**src/rtl/idle_wake_ctrl.sv**
```systemverilog
module idle_wake_ctrl #(
  parameter int NPER = 8,
  parameter int AW   = 4
) (
  input  logic            clk,
  input  logic            rst_n,
  input  logic            proc_irq_n,
  input  logic            dsp_irq,
  input  logic            dsp_idle,
  input  logic            icn_en,
  input  logic            tc_dma_req,
  input  logic            br_dma_req,
  input  logic            pll_locked,
  input  logic            bus_wr,
  input  logic [AW-1:0]   bus_addr,
  input  logic [31:0]     bus_wdata,
  output logic [31:0]     bus_rdata,
  output logic [9:0]      clk_en,
  output logic [NPER-1:0] per_en,
  output logic            pll_wake,
  output logic            dsp_wake_req
);
  localparam int NS = 7;
  localparam logic [AW-1:0] A_CTLA = AW'(0);
  localparam logic [AW-1:0] A_CTLB = AW'(4);
  localparam logic [AW-1:0] A_STAT = AW'(8);

  logic [NS-1:0] raw, sy1, sy2;
  logic [31:0]   ctla, ctlb;
  logic          dsp_lat;
  logic [9:0]    need;
  logic [NPER-1:0] per_need;
  logic          any_wake;

  assign raw = {pll_locked, br_dma_req, tc_dma_req, icn_en, dsp_idle, dsp_irq, ~proc_irq_n};

  always_ff @(posedge clk or negedge rst_n)
    if (!rst_n) begin
      sy1 <= '0;
      sy2 <= '0;
    end else begin
      sy1 <= raw;
      sy2 <= sy1;
    end

  wire s_cpu  = sy2[0];
  wire s_dirq = sy2[1];
  wire s_didl = sy2[2];
  wire s_icn  = sy2[3];
  wire s_tcd  = sy2[4];
  wire s_brd  = sy2[5];
  wire s_lock = sy2[6];

  always_ff @(posedge clk or negedge rst_n)
    if (!rst_n)          dsp_lat <= 1'b0;
    else if (s_dirq)     dsp_lat <= 1'b1;
    else if (!s_didl)    dsp_lat <= 1'b0;

  assign dsp_wake_req = dsp_lat;

  assign need[0] = s_cpu;
  assign need[1] = s_cpu;
  assign need[2] = s_cpu | s_brd;
  assign need[3] = s_cpu | s_tcd | s_brd;
  assign need[4] = s_cpu | dsp_lat | s_icn | s_tcd | s_brd;
  assign need[5] = s_icn;
  assign need[6] = s_icn;
  assign need[7] = s_icn;
  assign need[8] = dsp_lat;
  assign need[9] = dsp_lat;

  assign per_need = (s_cpu   ? ctla[NPER-1:0] : '0)
                  | (dsp_lat ? ctlb[NPER-1:0] : '0);

  assign any_wake = s_cpu | s_dirq | dsp_lat | s_icn | s_tcd | s_brd;

  always_ff @(posedge clk or negedge rst_n)
    if (!rst_n) begin
      clk_en   <= '0;
      per_en   <= '0;
      pll_wake <= 1'b0;
    end else begin
      clk_en   <= s_lock ? need : '0;
      per_en   <= s_lock ? per_need : '0;
      pll_wake <= any_wake;
    end

  always_ff @(posedge clk or negedge rst_n)
    if (!rst_n) begin
      ctla <= '0;
      ctlb <= '0;
    end else if (bus_wr) begin
      if (bus_addr == A_CTLA) ctla <= bus_wdata;
      if (bus_addr == A_CTLB) ctlb <= bus_wdata;
    end

  always_comb begin
    case (bus_addr)
      A_CTLA:  bus_rdata = ctla;
      A_CTLB:  bus_rdata = ctlb;
      A_STAT:  bus_rdata = {26'b0, pll_wake, s_brd, s_tcd, s_icn, dsp_lat, s_cpu};
      default: bus_rdata = '0;
    endcase
  end

  AST_EN_NEEDS_PLL: assert property (@(posedge clk) disable iff (!rst_n)
    (|clk_en || |per_en) |-> pll_wake);
  AST_DSP_HOLD: assert property (@(posedge clk) disable iff (!rst_n)
    (dsp_wake_req && s_didl) |=> dsp_wake_req);
  AST_CPU_GROUP: assert property (@(posedge clk) disable iff (!rst_n)
    clk_en[0] |-> (&clk_en[4:0]));
  AST_DSP_GROUP: assert property (@(posedge clk) disable iff (!rst_n)
    clk_en[8] |-> (clk_en[9] && clk_en[4]));
  AST_ICN_GROUP: assert property (@(posedge clk) disable iff (!rst_n)
    clk_en[7] |-> (clk_en[6] && clk_en[5] && clk_en[4]));
  AST_PER_FOLLOWS: assert property (@(posedge clk) disable iff (!rst_n)
    (|per_en) |-> (clk_en[0] || clk_en[8]));
  AST_CTL_STABLE: assert property (@(posedge clk) disable iff (!rst_n)
    !bus_wr |=> ($stable(ctla) && $stable(ctlb)));
endmodule

```
**config.mk**
```make
export PLATFORM = sky130hd
export DESIGN_NAME = idle_wake_ctrl
export DESIGN_NICKNAME = d
export VERILOG_FILES = /design/src/rtl/idle_wake_ctrl.sv
export SDC_FILE = /design/constraint.sdc
export NUM_CORES = 1
export LEC_CHECK = 0
export ABC_AREA = 1
export CAP_MARGIN = 15
export CORE_ASPECT_RATIO = 1.2
export CORE_MARGIN = 4
export CORE_UTILIZATION = 59
export CTS_BUF_LIST = sky130_fd_sc_hd__clkbuf_8
export CTS_CLUSTER_DIAMETER = 60
export DETAILED_ROUTE_END_ITERATION = 7
export DONT_BUFFER_PORTS = 1
export HOLD_SLACK_MARGIN = 0.05
export PLACE_DENSITY = 0.74
export SETUP_SLACK_MARGIN = 0.02
export SYNTH_ARGS = -nofsm -noshare
export SYNTH_HDL_FRONTEND = slang
export SYNTH_SLANG_ARGS = --single-unit
```
**constraint.sdc**
```tcl
create_clock -name clk -period 0.9 [get_ports clk]
set_input_delay 0.045 -clock clk [delete_from_list [all_inputs] [get_ports clk]]
set_output_delay 0.045 -clock clk [all_outputs]
set_load 0.02 [all_outputs]
```
# [Yosys cells after proc, flatten, opt, wreduce, memory -nomap -nowiden]
# Index checks and enable logic that the tools add are counted.
# W data, S select, Z words.
[totals] register_bits=98 output_inout_bits=52 inputBits=46
[op_classes] muxes=7 eq_ne=3 reduce_logical=3 n_bitwise=14
[ops] operator="$pmux W32 S3" n=1
[ops] operator="$mux W8" n=3
[ops] operator="$or A1 B1 Y1" n=12
[ops] operator="$mux W10" n=1
[ops] operator="$or A8 B8 Y8" n=1
[ops] operator="$eq A4 B3 Y1 const B" n=1
[ops] operator="$eq A4 B4 Y1 const B" n=1
[ops] operator="$logic_not A4 Y1" n=1
[ops] operator="$reduce_and A2 Y1" n=2
[ops] operator="$mux W1" n=2
[ops] operator="$ne A2 B2 Y1 const B" n=1
[ops] operator="$not A1 Y1" n=1

# [Depth between registers and ports, before layout]
# Gate-level depths: netlist of run 1.
[depth] depth_word=5 ltp_mapped=6

# [Worst setup path after synthesis of run 1]
# Ideal clock, no wire load.
[synth_timing] path_kind="register to register" start="register dsp_lat (netlist: dsp_wake_req)" end="register pll_wake" path_stages_with_launch=4 setup_ns=0.122 n_path_buf=0 path_slack_ns=-0.171 arrival_ns=0.949 period_less_slack_ns=1.071 required_time_ns=0.778 cell_sequence="dfrtp_1 > or2_2 > nor2_1 > nand2_1"
[synth_between] elab_chain_cells=4
[synth_lines] item="from (decl)" line="30" source="logic dsp_lat;"
[synth_lines] item="from (signal assigned)" line="55" source="if (!rst_n) dsp_lat <= 1'b0;"
[synth_lines] item="from (signal assigned)" line="56" source="else if (s_dirq) dsp_lat <= 1'b1;"
[synth_lines] item="from (signal assigned)" line="57" source="else if (!s_didl) dsp_lat <= 1'b0;"
[synth_lines] item="$or A1 B1 Y1 (4 in series)" line="75" source="assign any_wake = s_cpu | s_dirq | dsp_lat | s_icn | s_tcd | s_brd;"
[synth_lines] item="via any_wake" line="33" source="logic any_wake;"
[synth_lines] item="to (signal assigned)" line="85" source="pll_wake <= any_wake;"
[synth_lines] item="to (decl)" line="20" source="output logic pll_wake,"
# The timed path passes the listed nets, and every way through them passes these cells.
# A chain may end at the register's enable or synchronous reset.

# [Final worst setup path of run 1]
[layout_timing] start="register sy2[3]" end="output port bus_rdata[2]"
[layout_between] elab_chain_cells=1
[layout_lines] item="from (decl)" line="28" source="logic [NS-1:0] raw, sy1, sy2;"
[layout_lines] item="from (signal assigned)" line="43" source="sy2 <= sy1;"
[layout_lines] item="$pmux W32 S3" line="98" source="case (bus_addr)"
[layout_lines] item="to (decl)" line="17" source="output logic [31:0] bus_rdata,"
# Every way passes these cells.

==> results.json, run 1 <==
{
  "crit_path_cell_trace": "buf_6 -> nand3_4 -> nand3_4",
  "drt-wirelength-per-cell_microns": 17.4,
  "cpMostUsedCell": "sky130_fd_sc_hd__nand3_4",
  "cts_buffers": 9,
  "crit_path_start_kind": "register",
  "globalplace.congestion": 0.809,
  "netlist_top_cells_area": "sky130_fd_sc_hd__dfrtp_1 (57%), sky130_fd_sc_hd__nand2_1 (16%), sky130_fd_sc_hd__nand4_1 (9.6%)",
  "synth.largest_area_cell": "sky130_fd_sc_hd__dfrtp_1",
  "initial_utilization_pct": 60.7,
  "syn-cell-area_sq_um": 4160,
  "antenna_violations_before_repair": 0,
  "floorplan.die_area_sq_um": 8460,
  "post_dp_cell_area_sq_um": 4370,
  "hpwl_reported_at_the_end_of_detailed_placement_mm": 6.01,
  "setup.worst_path.class": "register to primary output",
  "clk_path_buf_depth": 2,
  "ys_dominant_reg_cell": "sky130_fd_sc_hd__dfrtp_1",
  "drt-pass1-iter-count": 5,
  "num_vias": 3765,
  "area.growth.synth_to_final_pct": 38.1,
  "synth-seq-cells": 94,
  "worstMarginPinSlew_ns": 0.230,
  "post_synthesis_mean_instance_area_sq_um": 8.59,
  "clock-sinks": 94,
  "synth_fp_nets": 530,
  "synth.cells.most_frequent": "sky130_fd_sc_hd__nand2_1 (180), sky130_fd_sc_hd__dfrtp_1 (94), sky130_fd_sc_hd__nand3_1 (76), sky130_fd_sc_hd__nand4_1 (64), sky130_fd_sc_hd__buf_2 (15)",
  "switching_share_of_total_power_pct": 31.7,
  "yosysMostFrequentCell": "sky130_fd_sc_hd__nand2_1",
  "crit_slowest_cell": "sky130_fd_sc_hd__dfrtp_1",
  "worstSkewPairLatency_ns": 0.36,
  "max-cap-violations": 0,
  "violations": "negative hold slack, negative setup slack",
  "internal_power_uw": 6860,
  "edff_count_synth": 0,
  "worstReg2RegEnd": "pll_wake",
  "outcome": "complete, but fails checks",
  "yosys_warnings": 0,
  "final.min_clock_period_ns": 1.15,
  "hold_ws_ns": -0.638,
  "cp_max_fo": 2,
  "final-max-slew-violation-count": 0,
  "cts_hold_buffers": 39,
  "final-setup-viol-count": 51,
  "fp.coreArea_sq_um": 6850,
  "grtUsageTotal_pct": 25.7,
  "first_global_vias": 3557,
  "clkTransAtPathRegs_ns": 0.10,
  "sequentialPowerShare_pct": 54.7,
  "initialDrtViolationCount": 226,
  "power.clock.fraction_pct": 26.7,
  "drcViolationCount": 0,
  "num-fill-cells": 404,
  "drt-vias-per-instance": 5.88,
  "timing.clock.skew_ns": 0.00373,
  "synth_async_sr_flop_share_pct": 100,
  "die-height_microns": 100,
  "design_area_sq_um": 5740,
  "netlist-cell-type-count": 16,
  "ff2ff_path_depth": 4,
  "die_width_microns": 84.6,
  "cts_root_buf": "sky130_fd_sc_hd__clkbuf_8",
  "nets": 593,
  "seq_area_frac_synth_pct": 56.6,
  "max-vdd-ir-drop_v": 0.00115,
  "std_cell_rows": 33,
  "finalHoldViolCount": 158,
  "holdCritPathClass": "primary input to asynchronous set/reset pin",
  "pwr-share-comb_pct": 18.6,
  "synth_top_area_share_pct": 56.6,
  "finalCoreUtilization_pct": 83.8,
  "rr_startpoint": "sy2[3]",
  "finalWirelength_mm": 11.1,
  "timing.final.ws_setup_ns": -0.247,
  "timing.final.crit_share_pct": 127,
  "grt_pass1_wl_mm": 17.5,
  "clock_tree.htree_level_count": 3,
  "antenna_violating_nets_post_route": 0,
  "grt_remaining_overflow": 0,
  "power_density_nw_per_um2": 1750,
  "drive_above_1_share_pct": 33.2,
  "total_switching_power_uw": 3180,
  "rrSetupSlack_ns": -0.17,
  "postSynthCellCount": 484,
  "type_of_element_capturing_the_critical_path": "primary output",
  "crit_path_max_incr_delay_ns": 0.42,
  "power.total_uw": 10000,
  "required_ns": 0.85,
  "maximum_number_of_pins_on_one_net_before_global_route_repair": 95,
  "critical_path_arrival_ns": 1.10,
  "grt_setup_unrepaired": "yes",
  "portBuffers": 0,
  "relSlewSlack_pct": 84.7,
  "leakage_uw": 0.00275,
  "ios": 98,
  "fmax_ghz": 0.872,
  "tritoncts": "done"
}
==> flip-flops by register name (all words and copies together), names as in the netlist <==
signal        cells
ctla             32
ctlb             32
per_en            8
sy1               7
sy2               7
clk_en            6
dsp_wake_req      1
pll_wake          1
==> through the flow <==
stage | hold WS (ns) | TNS [ns] | setup WS [ns] | cells
global placement | -0.248 | -0.000963 | -0.000963 | 555
floorplan | -0.251 | -0.171 | -0.0474 | 484
CTS | -0.653 | -5.53 | -0.238 | 622
detailed placement | -0.248 | -0.0471 | -0.0214 | 555
global route | -0.665 | -7.67 | -0.295 | 639
finish | -0.638 | -5.50 | -0.247 | 640
==> layout make-up <==
type                    instances  area, sq um  area share, %
well taps                      87          109           1.90
repair inverters                1         16.3          0.283
repair buffers                 95          937           16.3
diodes                          1         2.50         0.0436
flip-flops and latches         94         2360           41.2
clock buffers                   9          124           2.16
clock inverters                 7         61.3           1.07
multi-input cells             335         2080           36.1
inverters                      11         53.8          0.937
==> layer usage <==
metal / vias up / global-route usage, % / share of wire [%]
met5: - / 0 / 0
met4: 0 / 10.5 / 2.9
met3: 32 / 5.34 / 5.3
met2: 125 / 42.7 / 53
met1: 1854 / 33.1 / 39
li1: 1754 / - / -
==> cell families (layout without fill, tap and decap cells) <==
group	count (synthesis)	after routing	synth area share (%)
AO/OA/AOI/OAI	5	5	0.602
buffers and inverters	55	123	6.50
flip-flops	94	94	56.6
other	0	1	0
AND/OR/NAND/NOR	330	330	36.3
==> power by group through the flow <==
stage | Sequential [uW] | Combinational, uW | Clock (uW)
floorplan | 5370 | 916 | 0
global placement | 5440 | 1080 | 0
detailed placement | 5460 | 1130 | 0
CTS | 5410 | 1510 | 2720
global route | 5570 | 2070 | 2920
finish | 5490 | 1870 | 2690
==> worst max path at each step <==
stage	start	end	depth (start not counted)
2_1_floorplan	bus_addr[1]	bus_rdata[6]	4
3_3_place_gp	dsp_wake_req	pll_wake	3
3_5_place_dp	dsp_wake_req	clk_en[4]	3
4_1_cts	sy2[3]	bus_rdata[2]	3
5_1_grt	sy2[3]	bus_rdata[2]	3
6_report	sy2[3]	bus_rdata[2]	3
==> worst max-delay path: cells and delay by family, from the launching register on <==
kind                   cells  cell delay [ns]
buffers and inverters      1             0.14
DFF                        1             0.42
and+or+nand+nor            2             0.18
==> repair_timing <==
item / in CTS / in global routing
hold endpoints to repair: 165 / 158
endpoints found under the setup margin: 51 / 63
cloned: 1 / 0
setup buffers: 11 / 17
pin swaps: 34 / 28
gates resized for setup: 81 / 66
==> cells in the final DEF (no fill, tap or decap), types with 2 or more instances in the layout <==
cell type	Yosys	layout
sky130_fd_sc_hd__buf_12	0	8
sky130_fd_sc_hd__buf_4	12	41
sky130_fd_sc_hd__nand2_1	180	144
sky130_fd_sc_hd__o21ai_1	0	2
sky130_fd_sc_hd__inv_6	0	4
sky130_fd_sc_hd__inv_2	1	4
sky130_fd_sc_hd__dfrtp_1	94	85
sky130_fd_sc_hd__inv_1	9	6
sky130_fd_sc_hd__nor2_1	7	4
sky130_fd_sc_hd__dfrtp_2	0	9
sky130_fd_sc_hd__nand3_2	0	49
sky130_fd_sc_hd__nand2_2	0	10
sky130_fd_sc_hd__nand3_4	0	3
sky130_fd_sc_hd__nor2_4	2	4
sky130_fd_sc_hd__nand3_1	76	24
sky130_fd_sc_hd__clkinv_8	0	2
sky130_fd_sc_hd__nand2_4	0	25
sky130_fd_sc_hd__dlygate4sd3_1	0	39
sky130_fd_sc_hd__o21ai_2	0	2
sky130_fd_sc_hd__clkinvlp_4	0	2
sky130_fd_sc_hd__nand4_1	64	64
sky130_fd_sc_hd__buf_6	0	7
sky130_fd_sc_hd__clkbuf_8	0	9
No activity file was read; power rests on OpenSTA's default activity.
==> run 2, diff against run 1 <==
--- a/config.mk
+++ b/config.mk
@@ -15,7 +15,7 @@
 export DETAILED_ROUTE_END_ITERATION = 7
 export DONT_BUFFER_PORTS = 1
 export HOLD_SLACK_MARGIN = 0.05
-export PLACE_DENSITY = 0.74
+export PLACE_DENSITY = 0.84
 export SETUP_SLACK_MARGIN = 0.02
 export SYNTH_ARGS = -nofsm -noshare
 export SYNTH_HDL_FRONTEND = slang
==> run 2 against run 1 <==
  * Worst hold slack improved by 0.0096 ns
  * Register-to-register slack about the same
  * Die area stayed put
  * Combinational power grew 7%
  * First-iteration DRC count is 37% higher
  * The flow still finishes with violations (negative hold slack, negative setup slack)
  * Sequential power about the same
  * Count of clock-buffer cells in the layout unchanged
  * Largest cell class unchanged
==> results.json, run 2 (synthesis gave the netlist of run 1 again) <==
{
  "outcome": "complete, but fails checks",
  "violations": "negative hold slack, negative setup slack",
  "final-max-slew-violation-count": 0,
  "multiInputGateArea_sq_um": 2070,
  "initialDrtViolationCount": 309,
  "mostFrequentLayoutCell": "sky130_fd_sc_hd__nand2_1",
  "first_global_vias": 3894,
  "antenna_violating_nets_post_route": 0,
  "cts_buffers": 9,
  "num-fill-cells": 370,
  "nets": 601,
  "antenna_violations_before_repair": 0,
  "timing.final.ws_setup_ns": -0.234,
  "timing.final.crit_share_pct": 126,
  "tritoncts": "done",
  "relSlewSlack_pct": 67.3,
  "grt_pass1_wl_mm": 19.1,
  "max-cap-violations": 0,
  "largestRegisters": "ctla (32), ctlb (32), per_en (8)",
  "cp_max_fo": 2,
  "count_of_placed_standard_cells_including_taps": 554,
  "drt-wirelength-per-cell_microns": 18.8,
  "drt-pass1-iter-count": 4,
  "critical_path_arrival_ns": 1.09,
  "leakage_uw": 0.00279,
  "cts_root_buf": "sky130_fd_sc_hd__clkbuf_8",
  "final-seq-area_sq_um": 2360,
  "layout_common_cells": "sky130_fd_sc_hd__nand2_1 (147), sky130_fd_sc_hd__dfrtp_1 (90), sky130_fd_sc_hd__nand4_1 (64)",
  "crit_path_max_incr_delay_ns": 0.40,
  "power_density_nw_per_um2": 1760,
  "finalCoreUtilization_pct": 84.2,
  "drive_above_1_share_pct": 32.5,
  "die-height_microns": 100,
  "drcViolationCount": 0,
  "fmax_ghz": 0.882,
  "std_cell_rows": 33,
  "grt_setup_unrepaired": "yes",
  "portBuffers": 0,
  "clkTransAtPathRegs_ns": 0.10,
  "finalHoldViolCount": 158,
  "required_ns": 0.85,
  "path_buf_inv": 0,
  "worstSkewPairLatency_ns": 0.35,
  "initial_utilization_pct": 60.7,
  "drt-vias-per-instance": 6.04,
  "grt_remaining_overflow": 0,
  "fp.coreArea_sq_um": 6850,
  "finalWirelength_mm": 12.2,
  "holdCritPathClass": "primary input to asynchronous set/reset pin",
  "floorplan.die_area_sq_um": 8460,
  "setup.worst_path.class": "register to primary output",
  "num_vias": 3908,
  "die_width_microns": 84.6,
  "hpwl_reported_at_the_end_of_detailed_placement_mm": 6.33,
  "final_cells": 647,
  "area.growth.synth_to_final_pct": 38.8,
  "antenna_cells_inserted": 0,
  "crit_path_cell_trace": "nand3_1 -> nand3_4",
  "hold_ws_ns": -0.629,
  "clk_path_buf_depth": 2,
  "rrSetupSlack_ns": -0.17,
  "final-setup-viol-count": 47,
  "critical-path-top-delay-family": "flip-flops",
  "crit_path_start_kind": "register",
  "clock-sinks": 94,
  "timing.clock.skew_ns": 0.00832,
  "grtUsageTotal_pct": 28.0,
  "place_ws_ns": -0.0345,
  "final.min_clock_period_ns": 1.13,
  "globalplace.congestion": 0.786,
  "fin_tns_setup_ns": -5.02,
  "maximum_number_of_pins_on_one_net_before_global_route_repair": 95,
  "cts_hold_buffers": 39,
  "ios": 98,
  "clock_tree.htree_level_count": 3,
  "worstMarginPinSlew_ns": 0.488,
  "max-vdd-ir-drop_v": 0.00145,
  "crit_slowest_cell": "sky130_fd_sc_hd__dfrtp_1",
  "type_of_element_capturing_the_critical_path": "primary output"
}
-- run 2: worst register-to-register path: cells and delay by family (launching register included) --
kind / cells / cell delay [ns]
simple gates: 3 / 0.38
buf+inv: 1 / 0.14
flops: 1 / 0.45
-- run 2: per-stage QoR --
stage          cell area [sq um]  power (uW)
6_report                    5770       10200
5_1_grt                     5770       10600
4_1_cts                     5310        9670
3_5_place_dp                4350        6610
3_3_place_gp                4350        6490
2_1_floorplan               4170        6280
-- run 2: power by group --
group          leakage (uW)  switching (uW)  total (uW)  internal [uW]
Sequential          0.00117             585        5500           4910
Combinational       0.00153            1050        2010            960
Clock             0.0000938            1590        2660           1070
-- run 2: what timing repair did --
item / CTS / global route
endpoints found under the setup margin: 51 / 55
resized for setup: 69 / 70
buffers inserted: 16 / 21
endpoints found under the hold margin: 165 / 158
gates cloned: 1 / 0
pin swaps: 31 / 26
-- run 2: layout make-up --
| class | count | share of cell area (%) |
|---|---|---|
| clock buffer | 9 | 2.15 |
| clock inverter | 7 | 1.13 |
| inverter | 11 | 0.889 |
| multi-input combinational | 335 | 35.9 |
| sequential | 94 | 40.8 |
| tap | 87 | 1.89 |
| timing repair buffer | 103 | 17.0 |
| timing repair inverter | 1 | 0.195 |
-- run 2: per-layer routing --
metal | routed length [microns] | vias to the layer above | track usage, %
met5 | 0 | - | 0
met1 | 4490 | 1909 | 34.1
met3 | 894 | 34 | 7.14
met2 | 6480 | 190 | 48.5
met4 | 306 | 0 | 9.74
li1 | - | 1775 | -
-- run 2: worst paths after layout --
check	end	depth (start not counted)	from
setup reg to reg	pll_wake	4	dsp_wake_req
setup / recovery	bus_rdata[3]	2	sy2[4]
hold / removal	pll_wake	0	rst_n
hold reg to reg	sy2[3]	0	sy1[3]
min in group clk	ctlb[1]	2	bus_wr
max in group asynchronous	clk_en[8]	0	rst_n
==> run 3, diff against run 2 <==
--- a/config.mk
+++ b/config.mk
@@ -5,8 +5,7 @@
 export SDC_FILE = /design/constraint.sdc
 export NUM_CORES = 1
 export LEC_CHECK = 0
-export ABC_AREA = 1
-export CAP_MARGIN = 15
+export CAP_MARGIN = 0
 export CORE_ASPECT_RATIO = 1.2
 export CORE_MARGIN = 4
 export CORE_UTILIZATION = 59
@@ -15,7 +14,7 @@
 export DETAILED_ROUTE_END_ITERATION = 7
 export DONT_BUFFER_PORTS = 1
 export HOLD_SLACK_MARGIN = 0.05
-export PLACE_DENSITY = 0.84
+export PLACE_DENSITY = 0.78
 export SETUP_SLACK_MARGIN = 0.02
 export SYNTH_ARGS = -nofsm -noshare
 export SYNTH_HDL_FRONTEND = slang
==> run 3 against run 2 <==
  * The run still ends with negative hold slack, negative setup slack left
  * Count of clock-buffer cells in the layout stayed put
  * First-iteration DRC count is 53% lower
  * Combinational power is 52% higher
  * Clock power is 7% higher
  * Cell count is 31% lower
  * Clock skew hardly changed
  * Critical path type unchanged
  * Critical endpoint is now bus_rdata[2]
==> results.json, run 3 <==
{
  "cts_hold_buffers": 39,
  "crit_path_max_incr_delay_ns": 0.42,
  "holdCritPathClass": "primary input to asynchronous set/reset pin",
  "place_ws_ns": -0.515,
  "synth_async_sr_flop_share_pct": 100,
  "multiInputGateArea_sq_um": 2020,
  "max-vdd-ir-drop_v": 0.00184,
  "netlist-cell-type-count": 23,
  "crit_slowest_cell": "sky130_fd_sc_hd__dfrtp_1",
  "finalWirelength_mm": 11.6,
  "maximum_number_of_pins_on_one_net_before_global_route_repair": 95,
  "tritoncts": "done",
  "synth-seq-cells": 94,
  "die_width_microns": 81.7,
  "initialDrtViolationCount": 146,
  "yosys_warnings": 0,
  "netlist_top_cells_area": "sky130_fd_sc_hd__dfrtp_1 (61%), sky130_fd_sc_hd__mux2_2 (19%), sky130_fd_sc_hd__mux2i_1 (8.3%)",
  "yosysMostFrequentCell": "sky130_fd_sc_hd__dfrtp_1",
  "num-fill-cells": 201,
  "grt_remaining_overflow": 0,
  "globalplace.congestion": 0.686,
  "worstSkewPairLatency_ns": 0.38,
  "num_vias": 2665,
  "drt-wirelength-per-cell_microns": 25.9,
  "clkTransAtPathRegs_ns": 0.11,
  "power.total_uw": 11700,
  "synth.largest_area_cell": "sky130_fd_sc_hd__dfrtp_1",
  "setup.worst_path.class": "register to primary output",
  "nets": 406,
  "drive_above_1_share_pct": 62.7,
  "clk_path_buf_depth": 2,
  "grt_pass1_wl_mm": 14.8,
  "clock-sinks": 94,
  "rrSetupSlack_ns": -0.41,
  "layout_common_cells": "sky130_fd_sc_hd__dfrtp_1 (78), sky130_fd_sc_hd__mux2_4 (45), sky130_fd_sc_hd__dlygate4sd3_1 (39)",
  "max-cap-violations": 0,
  "worstMarginPinSlew_ns": 0.674,
  "grt_setup_unrepaired": "yes",
  "timing.clock.skew_ns": 0.00845,
  "cp_max_fo": 2,
  "crit_path_cell_trace": "mux2i_2 -> o21ai_1 -> buf_4",
  "required_ns": 0.85,
  "largestRegisters": "ctla (32), ctlb (32), per_en (8)",
  "final-seq-area_sq_um": 2370,
  "final-max-slew-violation-count": 0,
  "relSlewSlack_pct": 55.0,
  "cts_buffers": 9,
  "total_switching_power_uw": 3690,
  "seq_area_frac_synth_pct": 61.2,
  "finalHoldViolCount": 94,
  "leakage_uw": 0.00246,
  "drt-pass1-iter-count": 4,
  "area.growth.synth_to_final_pct": 47.6,
  "antenna_violating_nets_post_route": 0,
  "critical_path_arrival_ns": 1.31,
  "synth_top_area_share_pct": 61.2,
  "synth.cells.most_frequent": "sky130_fd_sc_hd__dfrtp_1 (94), sky130_fd_sc_hd__mux2_2 (64), sky130_fd_sc_hd__mux2i_1 (32), sky130_fd_sc_hd__nor2_1 (26), sky130_fd_sc_hd__a22o_1 (8)",
  "std_cell_rows": 31,
  "antenna_violations_before_repair": 0,
  "clock_tree.htree_level_count": 3,
  "timing.final.crit_share_pct": 151,
  "hold_ws_ns": -0.657,
  "die-height_microns": 96.4,
  "finalCoreUtilization_pct": 91.9,
  "switching_share_of_total_power_pct": 31.5,
  "power.clock.fraction_pct": 24.3,
  "fmax_ghz": 0.737,
  "sequentialPowerShare_pct": 49.7,
  "drcViolationCount": 0,
  "timing.final.ws_setup_ns": -0.457,
  "grtUsageTotal_pct": 26.2,
  "fp.coreArea_sq_um": 6170,
  "edff_count_synth": 0,
  "internal_power_uw": 8030,
  "type_of_element_capturing_the_critical_path": "primary output",
  "mostFrequentLayoutCell": "sky130_fd_sc_hd__dfrtp_1",
  "hpwl_reported_at_the_end_of_detailed_placement_mm": 4.55,
  "syn-cell-area_sq_um": 3840,
  "cts_root_buf": "sky130_fd_sc_hd__clkbuf_8",
  "ios": 98,
  "violations": "negative hold slack, negative setup slack",
  "drt-vias-per-instance": 5.95,
  "power_density_nw_per_um2": 2070,
  "ff2ff_path_depth": 2,
  "synth_fp_nets": 317,
  "initial_utilization_pct": 62.3,
  "first_global_vias": 2784,
  "final-setup-viol-count": 94,
  "final.min_clock_period_ns": 1.36,
  "portBuffers": 0,
  "pwr-share-comb_pct": 26.1,
  "ys_dominant_reg_cell": "sky130_fd_sc_hd__dfrtp_1",
  "outcome": "complete, but fails checks",
  "post_synthesis_mean_instance_area_sq_um": 14.2,
  "floorplan.die_area_sq_um": 7870,
  "postSynthCellCount": 271,
  "crit_path_start_kind": "register"
}
[run 3: worst paths after layout]
check	start	end
worst max-delay path	ctla[2]	bus_rdata[2]
worst min-delay path	rst_n	clk_en[1]
worst max register to register	sy2[5]	pll_wake
worst min register to register	sy1[2]	sy2[2]
max in group asynchronous	rst_n	ctla[12]
min in group clk	bus_wr	ctlb[6]
[run 3: what timing repair did]
action / CTS / global route
pin swaps: 16 / 15
resized for setup: 89 / 43
hold endpoints to repair: 165 / 94
setup buffers: 14 / 24
cloned: 5 / 0
endpoints found under the setup margin: 94 / 103
[run 3: layout make-up]
type | count | share of cell area, %
Sequential cell | 94 | 41.8
Multi-Input combinational cell | 158 | 35.6
Timing Repair Buffer | 96 | 17.2
Clock buffer | 9 | 2.18
Tap cell | 82 | 1.81
Clock inverter | 7 | 1.30
Inverter | 1 | 0.0662
Antenna cell | 1 | 0.0441
[run 3: critical path: cells and delay by family, from the launching register on]
family          cells  cell delay (ns)
mux                 1             0.19
buf+inv             1             0.20
flops               1             0.42
compound gates      1             0.11
[run 3: power by group through the flow]
stage / registers, uW / clock network [uW] / logic, uW
after global routing: 5890 / 3040 / 3210
after detailed placement: 5590 / 0 / 1600
after global placement: 5540 / 0 / 1560
after CTS: 5620 / 2790 / 2380
final: 5820 / 2840 / 3050
after floorplan: 5470 / 0 / 1430
[run 3: routing by layer]
| metal | routed length (microns) | GRT usage (%) |
|---|---|---|
| met5 | 0 | 0 |
| met4 | 308 | 11.8 |
| met3 | 739 | 7.51 |
| met2 | 6300 | 43.8 |
| met1 | 4260 | 31.4 |
[run 3: stage by stage]
step,area [sq um],cells,setup TNS (ns)
floorplan,4180,271,-23.97
global placement,4280,353,-28.12
detailed placement,4280,353,-29.98
CTS,5370,427,-16.74
global route,5670,447,-21.62
finish,5670,448,-19.33
[run 3: cells by family after synthesis]
kind of cell | after synthesis | synth area share [%]
compound gates | 17 | 3.22
simple gates | 43 | 5.27
buf+inv | 21 | 3.19
flops | 94 | 61.2
mux | 96 | 27.1
